File: src/rtl/dma2d_pkg.sv
package dma2d_pkg;

  typedef enum logic [1:0] {
    AM_FIXED = 2'd0,
    AM_INCR  = 2'd1,
    AM_OFF1  = 2'd2,
    AM_OFF2  = 2'd3
  } amode_e;

  localparam int unsigned NUM_SIDES = 2;

endpackage

File: src/rtl/dma2d_step_calc.sv
module dma2d_step_calc
  import dma2d_pkg::*;
#(
  parameter int ADDR_W = 32,
  parameter int IDX_W  = 16
) (
  input  logic [1:0]        size_code_i,
  input  amode_e            mode_i,
  input  logic [IDX_W-1:0]  eoff_i,
  input  logic [IDX_W-1:0]  foff_i,
  output logic [ADDR_W-1:0] elem_step_o,
  output logic [ADDR_W-1:0] frame_step_o
);

  localparam int EXT_W = ADDR_W - IDX_W;

  logic [ADDR_W-1:0] esz;
  logic [ADDR_W-1:0] eoff_x;
  logic [ADDR_W-1:0] foff_x;
  logic [ADDR_W-1:0] off_step;
  logic [1:0]        shamt;

  always_comb begin
    shamt    = (size_code_i == 2'd3) ? 2'd2 : size_code_i;
    esz      = {{(ADDR_W-1){1'b0}}, 1'b1} << shamt;
    eoff_x   = {{EXT_W{eoff_i[IDX_W-1]}}, eoff_i};
    foff_x   = {{EXT_W{foff_i[IDX_W-1]}}, foff_i};
    off_step = esz + eoff_x - {{(ADDR_W-1){1'b0}}, 1'b1};
    case (mode_i)
      AM_FIXED: begin
        elem_step_o  = '0;
        frame_step_o = '0;
      end
      AM_INCR: begin
        elem_step_o  = esz;
        frame_step_o = '0;
      end
      AM_OFF1: begin
        elem_step_o  = off_step;
        frame_step_o = '0;
      end
      default: begin
        elem_step_o  = off_step;
        frame_step_o = foff_x - eoff_x;
      end
    endcase
  end

  always_comb begin
    assert (elem_step_o != '0 || mode_i == AM_FIXED || mode_i == AM_OFF1 || mode_i == AM_OFF2)
      else $error("AST_INCR_NONZERO");
  end

endmodule

File: src/rtl/dma2d_addr_side.sv
module dma2d_addr_side #(
  parameter int ADDR_W = 32
) (
  input  logic              clk,
  input  logic              rst_n,
  input  logic              load_ok_i,
  input  logic              adv_i,
  input  logic              frame_wrap_i,
  input  logic [ADDR_W-1:0] start_i,
  input  logic [ADDR_W-1:0] elem_step_i,
  input  logic [ADDR_W-1:0] frame_step_i,
  output logic [ADDR_W-1:0] addr_o
);

  logic [ADDR_W-1:0] addr_q, addr_d;
  logic [ADDR_W-1:0] es_q, es_d;
  logic [ADDR_W-1:0] fs_q, fs_d;
  logic              en;

  always_comb begin
    addr_d = addr_q;
    es_d   = es_q;
    fs_d   = fs_q;
    en     = load_ok_i | adv_i;
    if (load_ok_i) begin
      addr_d = start_i;
      es_d   = elem_step_i;
      fs_d   = frame_step_i;
    end else if (adv_i) begin
      addr_d = addr_q + es_q + (frame_wrap_i ? fs_q : '0);
    end
  end

  always_ff @(posedge clk or negedge rst_n) begin
    if (!rst_n) begin
      addr_q <= '0;
      es_q   <= '0;
      fs_q   <= '0;
    end else if (en) begin
      addr_q <= addr_d;
      es_q   <= es_d;
      fs_q   <= fs_d;
    end
  end

  assign addr_o = addr_q;

  AST_ADDR_FROZEN: assert property (@(posedge clk) disable iff (!rst_n)
    !load_ok_i && !adv_i |=> $stable(addr_q));
  AST_LOAD_START: assert property (@(posedge clk) disable iff (!rst_n)
    load_ok_i |=> addr_q == $past(start_i));

endmodule

File: src/rtl/dma2d_frame_ctr.sv
module dma2d_frame_ctr #(
  parameter int CNT_W = 16
) (
  input  logic             clk,
  input  logic             rst_n,
  input  logic             load_i,
  input  logic             step_i,
  input  logic [CNT_W-1:0] elem_cnt_i,
  input  logic [CNT_W-1:0] frame_cnt_i,
  output logic             load_ok_o,
  output logic             adv_o,
  output logic             frame_wrap_o,
  output logic [CNT_W-1:0] elem_ctr_o,
  output logic [CNT_W-1:0] frame_ctr_o,
  output logic             busy_o,
  output logic             err_o,
  output logic             done_o
);

  localparam logic [CNT_W-1:0] ONE = {{(CNT_W-1){1'b0}}, 1'b1};

  logic [CNT_W-1:0] elem_q, elem_d, frame_q, frame_d;
  logic [CNT_W-1:0] ecnt_q, ecnt_d, fcnt_q, fcnt_d;
  logic             busy_q, busy_d, err_q, err_d, done_q, done_d;
  logic             cfg_bad, elem_last, frame_last;

  always_comb begin
    cfg_bad      = (elem_cnt_i == '0) || (frame_cnt_i == '0);
    load_ok_o    = load_i && !cfg_bad;
    adv_o        = step_i && busy_q && !load_i;
    elem_last    = (elem_q == ecnt_q - ONE);
    frame_last   = (frame_q == fcnt_q - ONE);
    frame_wrap_o = adv_o && elem_last;

    elem_d  = elem_q;
    frame_d = frame_q;
    ecnt_d  = ecnt_q;
    fcnt_d  = fcnt_q;
    busy_d  = busy_q;
    err_d   = err_q;
    done_d  = 1'b0;

    if (load_i) begin
      if (cfg_bad) begin
        err_d  = 1'b1;
        busy_d = 1'b0;
      end else begin
        err_d   = 1'b0;
        busy_d  = 1'b1;
        elem_d  = '0;
        frame_d = '0;
        ecnt_d  = elem_cnt_i;
        fcnt_d  = frame_cnt_i;
      end
    end else if (adv_o) begin
      if (elem_last) begin
        elem_d  = '0;
        frame_d = frame_q + ONE;
        if (frame_last) begin
          busy_d = 1'b0;
          done_d = 1'b1;
        end
      end else begin
        elem_d = elem_q + ONE;
      end
    end
  end

  always_ff @(posedge clk or negedge rst_n) begin
    if (!rst_n) begin
      elem_q  <= '0;
      frame_q <= '0;
      ecnt_q  <= '0;
      fcnt_q  <= '0;
      busy_q  <= 1'b0;
      err_q   <= 1'b0;
      done_q  <= 1'b0;
    end else begin
      elem_q  <= elem_d;
      frame_q <= frame_d;
      ecnt_q  <= ecnt_d;
      fcnt_q  <= fcnt_d;
      busy_q  <= busy_d;
      err_q   <= err_d;
      done_q  <= done_d;
    end
  end

  assign elem_ctr_o  = elem_q;
  assign frame_ctr_o = frame_q;
  assign busy_o      = busy_q;
  assign err_o       = err_q;
  assign done_o      = done_q;

  AST_ELEM_IN_RANGE: assert property (@(posedge clk) disable iff (!rst_n)
    busy_q |-> elem_q < ecnt_q);
  AST_DONE_PULSE: assert property (@(posedge clk) disable iff (!rst_n)
    done_q |=> !done_q);
  AST_DONE_IDLE: assert property (@(posedge clk) disable iff (!rst_n)
    done_q |-> !busy_q && frame_q == fcnt_q);
  AST_ERR_IDLE: assert property (@(posedge clk) disable iff (!rst_n)
    err_q |-> !busy_q);
  AST_LOAD_WINS: assert property (@(posedge clk) disable iff (!rst_n)
    load_i && step_i && !cfg_bad |=> busy_q && elem_q == '0 && frame_q == '0);
  AST_IDLE_FROZEN: assert property (@(posedge clk) disable iff (!rst_n)
    !busy_q && !load_i |=> $stable(elem_q) && $stable(frame_q));

endmodule

File: src/rtl/dma2d_addr_seq.sv
module dma2d_addr_seq
  import dma2d_pkg::*;
#(
  parameter int ADDR_W = 32,
  parameter int CNT_W  = 16,
  parameter int IDX_W  = 16
) (
  input  logic              clk,
  input  logic              rst_n,
  input  logic              load_i,
  input  logic              step_i,
  input  logic [ADDR_W-1:0] src_start_i,
  input  logic [ADDR_W-1:0] dst_start_i,
  input  logic [CNT_W-1:0]  elem_cnt_i,
  input  logic [CNT_W-1:0]  frame_cnt_i,
  input  logic [1:0]        size_code_i,
  input  logic [1:0]        src_mode_i,
  input  logic [1:0]        dst_mode_i,
  input  logic [IDX_W-1:0]  src_eoff_i,
  input  logic [IDX_W-1:0]  src_foff_i,
  input  logic [IDX_W-1:0]  dst_eoff_i,
  input  logic [IDX_W-1:0]  dst_foff_i,
  input  logic              legacy_i,
  output logic [ADDR_W-1:0] src_addr_o,
  output logic [ADDR_W-1:0] dst_addr_o,
  output logic [CNT_W-1:0]  elem_ctr_o,
  output logic [CNT_W-1:0]  frame_ctr_o,
  output logic              busy_o,
  output logic              cfg_err_o,
  output logic              block_done_o
);

  logic [NUM_SIDES-1:0][ADDR_W-1:0] start_w, estep_w, fstep_w, addr_w;
  logic [NUM_SIDES-1:0][1:0]        mode_w;
  logic [NUM_SIDES-1:0][IDX_W-1:0]  eoff_w, foff_w;
  logic                             load_ok, adv, frame_wrap;

  always_comb begin
    start_w[0] = src_start_i;
    start_w[1] = dst_start_i;
    mode_w[0]  = src_mode_i;
    mode_w[1]  = dst_mode_i;
    eoff_w[0]  = src_eoff_i;
    foff_w[0]  = src_foff_i;
    eoff_w[1]  = legacy_i ? src_eoff_i : dst_eoff_i;
    foff_w[1]  = legacy_i ? src_foff_i : dst_foff_i;
  end

  dma2d_frame_ctr #(.CNT_W(CNT_W)) u_ctr (
    .clk          (clk),
    .rst_n        (rst_n),
    .load_i       (load_i),
    .step_i       (step_i),
    .elem_cnt_i   (elem_cnt_i),
    .frame_cnt_i  (frame_cnt_i),
    .load_ok_o    (load_ok),
    .adv_o        (adv),
    .frame_wrap_o (frame_wrap),
    .elem_ctr_o   (elem_ctr_o),
    .frame_ctr_o  (frame_ctr_o),
    .busy_o       (busy_o),
    .err_o        (cfg_err_o),
    .done_o       (block_done_o)
  );

  for (genvar g = 0; g < NUM_SIDES; g++) begin : g_side
    dma2d_step_calc #(.ADDR_W(ADDR_W), .IDX_W(IDX_W)) u_calc (
      .size_code_i  (size_code_i),
      .mode_i       (amode_e'(mode_w[g])),
      .eoff_i       (eoff_w[g]),
      .foff_i       (foff_w[g]),
      .elem_step_o  (estep_w[g]),
      .frame_step_o (fstep_w[g])
    );

    dma2d_addr_side #(.ADDR_W(ADDR_W)) u_addr (
      .clk          (clk),
      .rst_n        (rst_n),
      .load_ok_i    (load_ok),
      .adv_i        (adv),
      .frame_wrap_i (frame_wrap),
      .start_i      (start_w[g]),
      .elem_step_i  (estep_w[g]),
      .frame_step_i (fstep_w[g]),
      .addr_o       (addr_w[g])
    );
  end

  assign src_addr_o = addr_w[0];
  assign dst_addr_o = addr_w[1];

  AST_ERR_NO_MOVE: assert property (@(posedge clk) disable iff (!rst_n)
    cfg_err_o && !load_i |=> $stable(src_addr_o) && $stable(dst_addr_o));
  AST_DONE_NOT_BUSY: assert property (@(posedge clk) disable iff (!rst_n)
    block_done_o |-> !busy_o && !cfg_err_o);

endmodule

File: config.mk
export PLATFORM = sky130hd
export DESIGN_NAME = dma2d_addr_seq
export DESIGN_NICKNAME = d
export VERILOG_FILES = /design/src/rtl/dma2d_pkg.sv /design/src/rtl/dma2d_step_calc.sv /design/src/rtl/dma2d_addr_side.sv /design/src/rtl/dma2d_frame_ctr.sv /design/src/rtl/dma2d_addr_seq.sv
export SDC_FILE = /design/constraint.sdc
export NUM_CORES = 1
export LEC_CHECK = 0
export BUFFER_PORTS_ARGS = -buffer_cell sky130_fd_sc_hd__buf_4
export CORE_ASPECT_RATIO = 0.9
export CORE_MARGIN = 2
export CORE_UTILIZATION = 55
export DETAILED_ROUTE_END_ITERATION = 10
export PLACE_DENSITY_LB_ADDON = 0.25
export SYNTH_ARGS = -nofsm -noshare
export SYNTH_HDL_FRONTEND = slang
export SYNTH_SLANG_ARGS = --single-unit
File: constraint.sdc
create_clock -name clk -period 6.4 [get_ports clk]
set_input_delay 0 -clock clk [delete_from_list [all_inputs] [get_ports clk]]
set_output_delay 0 -clock clk [all_outputs]
set_load 0.01 [all_outputs]
# [After elaboration in Yosys (flattened, before gate mapping)]
# Cells that the tools add are included.
[classes] bitwise=2 n_addsub=14 n_eq_ne=8 muxes=30 div_mod_pow=0 order_cmp=0 shifts=1 mul=0 reduce_logical=23
[op_table] operator="two-way mux 32 bit" count=8
[op_table] operator="adder 32 bit" count=6
[op_table] operator="two-way mux 16 bit" count=9
[op_table] operator="one-hot mux 32 bit (2 select lines)" count=2
[op_table] operator="subtractor 32 x 1 -> 32 bit, second input constant" count=2
[op_table] operator="subtractor 16 x 16 -> 17 bit" count=2
[op_table] operator="adder 16 x 1 -> 16 bit, second input constant" count=2
[op_table] operator="== test 16 bit" count=2
[op_table] operator="logical NOT 16 bit" count=2
[op_table] operator="<< shifter 1 x 2 -> 32 bit, first input constant" count=1
[op_table] operator="subtractor 16 x 1 -> 16 bit, second input constant" count=2
[op_table] operator="two-way mux 1 bit" count=10
[op_table] operator="AND reduction 2 bit" count=4
[op_table] operator="nonzero test 2 bit" count=4
[op_table] operator="== test 2 bit, second input constant" count=3
[op_table] operator="AND reduction 3 bit" count=2
[op_table] operator="OR reduction 3 bit" count=2
[op_table] operator="== test 2 x 1 -> 1 bit, second input constant" count=2
[op_table] operator="logical AND 1 bit" count=4
[op_table] operator="logical NOT 2 bit" count=2
[op_table] operator="logical NOT 1 bit" count=2
[op_table] operator="two-way mux 2 bit" count=1
[op_table] operator="inequality test 2 bit, second input constant" count=1
[op_table] operator="logical OR 1 bit" count=1
[op_table] operator="other kinds (2)" count=2
[word_totals] inputBits=171 ff_bits=259 mem_bits_rw=0 romBits=0 latchBits=0 elab_cells=91 mem_count=0

# [Longest topological paths before layout]
[depth] ltp_word=7 mapped_depth=24 mapped_depth_nobuf=23

# [Hierarchy]
# Synthesis repeated with hierarchy kept, for this count alone.
[hier_totals] hier_cells=2267 hier_area_um2=21114.0
[by_module_without_submodules] module="dma2d_addr_side at g_side[0].u_addr" n_inst=1 cells_each=574 area_each_um2=6272.3 seq_area_each_um2=2402.3
[by_module_without_submodules] module="dma2d_addr_side at g_side[1].u_addr" n_inst=1 cells_each=581 area_each_um2=6258.5 seq_area_each_um2=2402.3
[by_module_without_submodules] module="dma2d_frame_ctr" n_inst=1 cells_each=482 area_each_um2=4095.2 seq_area_each_um2=1676.6
[by_module_without_submodules] module="dma2d_step_calc" n_inst=2 cells_each=297 area_each_um2=1971.9 seq_area_each_um2=0.0
[by_module_without_submodules] module="dma2d_addr_seq" n_inst=1 cells_each=36 area_each_um2=544.3 seq_area_each_um2=0.0

# [Least setup slack after synthesis]
# No wires, ideal clock.
[synth_path] path_kind="register to register" startpoint="register u_ctr.ecnt_q[2]" endpoint="register g_side[1].u_addr.addr_q[31]" arrival_ns=5.551 path_slack_ns=0.713 synth_period_minus_slack_ns=5.687 stages_incl_launch_ff=21 setup_time_ns=0.136 path_cell_list="dfrtp_1 -> buf_2 -> or4_1 -> clkbuf_1 -> xnor2_1 -> or4b_1 -> a32o_2 -> a2111oi_4 -> buf_6 -> clkbuf_1 -> and3_1 -> fa_1 -> ha_1 -> a21o_1 -> a2111oi_0 -> a211oi_1 -> o211ai_1 -> a21boi_0 -> o31ai_1 -> and4_4 -> a211oi_2"
[synth_between] elab_chain_len=7
[synth_lines] item="start: declaration" line_no="dma2d_frame_ctr.sv:23" source="logic [CNT_W-1:0] ecnt_q, ecnt_d, fcnt_q, fcnt_d;"
[synth_lines] item="start signal: assignment" line_no="dma2d_frame_ctr.sv:81" source="ecnt_q <= ecnt_d;"
[synth_lines] item="subtractor 16 x 1 -> 16 bit" line_no="dma2d_frame_ctr.sv:31" source="elem_last = (elem_q == ecnt_q - ONE);"
[synth_lines] item="== test 16 bit" line_no="dma2d_frame_ctr.sv:31"
[synth_lines] item="logical AND 1 bit" line_no="dma2d_frame_ctr.sv:33" source="frame_wrap_o = adv_o && elem_last;"
[synth_lines] item="two-way mux 32 bit" line_no="dma2d_addr_side.sv:30" source="addr_d = addr_q + es_q + (frame_wrap_i ? fs_q : '0);"
[synth_lines] item="adder 32 bit" line_no="dma2d_addr_side.sv:30"
[synth_lines] item="two-way mux 32 bit" line_no="dma2d_addr_side.sv:29" source="end else if (adv_i) begin"
[synth_lines] item="two-way mux 32 bit" line_no="dma2d_addr_side.sv:25" source="if (load_ok_i) begin"
[synth_lines] item="end signal: assignment" line_no="dma2d_addr_side.sv:40" source="addr_q <= addr_d;"
[synth_lines] item="end: declaration" line_no="dma2d_addr_side.sv:15" source="logic [ADDR_W-1:0] addr_q, addr_d;"
# Every way passes these cells. The select of a mux whose other input is x is not followed.
# A chain may end at the register's enable or synchronous reset.

# [Worst setup path after layout]
[layout_path] startpoint="register u_ctr.ecnt_q[2]" endpoint="register g_side[0].u_addr.addr_q[30]"
[layout_between] elab_chain_len=7
[layout_lines] item="subtractor 16 x 1 -> 16 bit" line_no="dma2d_frame_ctr.sv:31"
[layout_lines] item="== test 16 bit" line_no="dma2d_frame_ctr.sv:31"
[layout_lines] item="logical AND 1 bit" line_no="dma2d_frame_ctr.sv:33"
[layout_lines] item="two-way mux 32 bit" line_no="dma2d_addr_side.sv:30"
[layout_lines] item="adder 32 bit" line_no="dma2d_addr_side.sv:30"
[layout_lines] item="two-way mux 32 bit" line_no="dma2d_addr_side.sv:29"
[layout_lines] item="two-way mux 32 bit" line_no="dma2d_addr_side.sv:25"
[layout_lines] item="end signal: assignment" line_no="dma2d_addr_side.sv:40"
[layout_lines] item="end: declaration" line_no="dma2d_addr_side.sv:15"
# Every way passes these cells. The select of a mux whose other input is x is not followed.

==> qor.csv <==
metric,value,unit
die_w,193,µm
async_flop_share,100,%
ys_seq_elements,225,
seq_area_frac_synth,31.7,%
met2_usage,50.3,%
fmax,165,MHz
drc,0,
drt_wl_total,54500,µm
setup_viol,0,
multi_input_area,11500,µm²
track_usage,31.8,%
vias,16600,
required,6.84,ns
syn_nets,2384,
p_clk_share,27.4,%
fin_crit,6.07,ns
numCtsBuffers,27,
initial_core_util,55.7,%
synthToLayoutAreaGrowth,25.1,%
cts_tree,done,
cts.path.max_buffers,3,
max_stage_delay,0.65,ns
tightest_slew,1.17,ns
grt_start_max_net_pins,186,
layout_common_cells,"buf_4, nand2_1, dfrtp_1, a21oi_1, o21ai_0",
r2r_setup_slack,0.33,ns
synth_ff_type,dfrtp_1,
period_share,94.9,%
path_max_fanout,16,
gp_congestion,0.975,
postPlaceCellArea,20100,µm²
worstHoldPathCells,4,
setup_tns,0,ns
start_kind,register,
final_common_cell,buf_4,
clock_tree.root_cell,clkbuf_16,
power_switching,0.00207,W
switching_share,36.9,%
die_y,175,µm
hold_start,src_eoff_i[8],
seqCellArea,5630,µm²
avgSynthCellArea,8.84,µm²
power_density,252,nW/µm²
fin_nets,2730,
port_buffers,269,
globalRouteOverflowTotal,0,
critPathArrivalTime,6.51,ns
clock_sinks,225,
drtIter0Drc,1448,
core,31900,µm²
worstReg2RegEnd,g_side[0].u_addr.addr_o[30],
worst_path_max_delay_cell,or4_1,
dp_slack,0.294,ns
synth_edf_count,0,
worstSetupPathType,register to register,
crit_path_frequent_cell,buf_4,
drive_gt1_share,15.8,%
io_pins,270,
cp_cell_sequence,"or4_1, xnor2_1, or4b_1, a32o_2, a2111oi_4, buf_4, buf_4, and3_4, fa_1, ha_1, nand3_1, nor3_1, a32oi_1, a31oi_1, a311oi_2, o31ai_1, o211ai_1, mux2i_1, a211oi_1",
holdWs,0.0237,ns
end_kind,register,
final_area,22200,µm²
slew_viol_final,0,
antenna_left,0,
hold_viol,0,
wire_per_inst,19.5,µm
fin_worst_skew,0.0125,ns
setup_slack,0.330,ns
dp_hpwl,40600,µm
grtUsageMet3,3.78,%
intPower,0.00354,W
clkTransAtPathRegs,0.06,ns
status,completed,
syn_inst,2010,
met1_usage,46.5,%
grt_antenna_before_repair,5,
p_seq_share,32.3,%
viasPerCell,5.94,
min_path_type,input pin to register,
grt_pass1_wl,87000,µm
synth.distinct_cells,77,
r2r_start,u_ctr.ecnt_q[2],
drt-pass1-iter-count,5,
busiest_layer,met2,
syn-cell-area,17800,µm²
die_area,33800,µm²
fp-row-count,62,
reg2reg_depth,19,
insertion_delay,0.54,ns
htree_levels,1,
grt_pass1_vias,16100,
p_leak,10.8,nW
pwr-share-comb,40.3,%
ys_warn_count,0,
slew_headroom,21.3,%
ir_worst_vdd,0.247,mV
max_cap_viol_count,0,
power.total,0.00561,W
holdPathEnd,g_side[0].u_addr.es_q[9],
nFillCells,2483,
## worst max-delay path by stage
| stage | startpoint | to | slack (ns) | cells past startpoint |
|---|---|---|---|---|
| after global routing | u_ctr.ecnt_q[0] | g_side[0].u_addr.addr_o[31] | -0.007 | 24 |
| after detailed placement | u_ctr.ecnt_q[0] | g_side[0].u_addr.addr_o[31] | 0.29 | 19 |
| after floorplan | u_ctr.ecnt_q[2] | g_side[1].u_addr.addr_o[31] | 0.71 | 20 |
| after global placement | u_ctr.ecnt_q[0] | g_side[1].u_addr.addr_o[29] | 0.39 | 23 |
| final | u_ctr.ecnt_q[2] | g_side[0].u_addr.addr_o[30] | 0.33 | 19 |
| after CTS | u_ctr.ecnt_q[0] | g_side[0].u_addr.addr_o[31] | 0.18 | 23 |
## final cells by class
| type | count | area share, % |
|---|---|---|
| Clock inverter | 4 | 0.203 |
| Multi-Input combinational cell | 1597 | 51.6 |
| Timing Repair Buffer | 402 | 15.0 |
| Inverter | 103 | 1.74 |
| Sequential cell | 225 | 25.3 |
| Clock buffer | 43 | 3.76 |
| Tap cell | 416 | 2.34 |
| Antenna cell | 4 | 0.0450 |
## per-layer routing
metal  vias up  part of all wire, %
met2       652                   45
met1      8016                   46
met4         2                  2.6
met5         -                0.029
met3        88                  6.5
li1       7842                    -
## synthesized netlist by cell type (24+ instances only)
| cell | count | area (µm²) |
|---|---|---|
| o21ai_0 | 136 | 681 |
| clkbuf_1 | 72 | 270 |
| or3_1 | 25 | 156 |
| fa_1 | 70 | 1400 |
| dfrtp_1 | 225 | 5630 |
| nand3_1 | 42 | 210 |
| nor3_1 | 31 | 155 |
| and3_1 | 58 | 363 |
| a21oi_1 | 156 | 781 |
| a31oi_1 | 24 | 150 |
| xor2_1 | 76 | 666 |
| mux2i_1 | 24 | 240 |
| inv_1 | 103 | 387 |
| nor2_1 | 118 | 443 |
| nand2_1 | 267 | 1000 |
| xnor2_1 | 75 | 657 |
| ha_1 | 133 | 1660 |
| a21o_1 | 44 | 330 |
## registers in the layout, summed over array words and instances, names as in the netlist
| signal | count |
|---|---|
| g_side.u_addr.addr_o | 64 |
| g_side.u_addr.es_q | 60 |
| g_side.u_addr.fs_q | 34 |
| u_ctr.ecnt_q | 16 |
| u_ctr.elem_ctr_o | 16 |
| u_ctr.fcnt_q | 16 |
| u_ctr.frame_ctr_o | 16 |
| u_ctr.busy_o | 1 |
| u_ctr.done_o | 1 |
| u_ctr.err_o | 1 |
## power groups by stage
stage               Clock [W]  Sequential, W  Combinational [W]
global route          0.00162        0.00184            0.00250
finish                0.00154        0.00181            0.00226
CTS                   0.00156        0.00181            0.00222
detailed placement          0        0.00184            0.00214
floorplan                   0        0.00180            0.00147
global placement            0        0.00183            0.00209
## cell families (layout without fill, tap and decap cells)
| kind of cell | Yosys count | count (layout) | synth area share [%] |
|---|---|---|---|
| AO/OA/AOI/OAI | 542 | 542 | 19.3 |
| XOR/XNOR | 151 | 151 | 7.44 |
| adder cells (fa/ha/maj) | 203 | 203 | 17.2 |
| buffers and inverters | 188 | 552 | 4.08 |
| flip-flops | 225 | 225 | 31.7 |
| multiplexers | 41 | 41 | 2.43 |
| other | 1 | 5 | 0.0211 |
| AND/OR/NAND/NOR | 659 | 659 | 17.8 |
## critical path, delay by kind of cell (launching register included)
family	cells	cell delay (ns)
AOI/OAI and AO/OA	8	1.99
xor gates and xnor gates	1	0.16
adders and majority gates	2	0.91
buffers and inverters	2	0.40
DFF	1	0.49
muxes	1	0.14
and+or+nand+nor	5	1.86
## timing repair
item                                    4_1_cts  5_1_grt
setup buffers                                 0        1
endpoints found under the setup margin        0        9
hold buffers                                118        0
hold endpoints to repair                    179        0
resized for setup                             0        5
## per-stage QoR
step	utilization, %	instances
detailed placement	63.1	2624
CTS	69.6	2789
global placement	63.1	2624
finish	69.7	2794
global route	69.7	2794
floorplan	-	2010
Note: power is estimated with default switching activity, not from simulation.
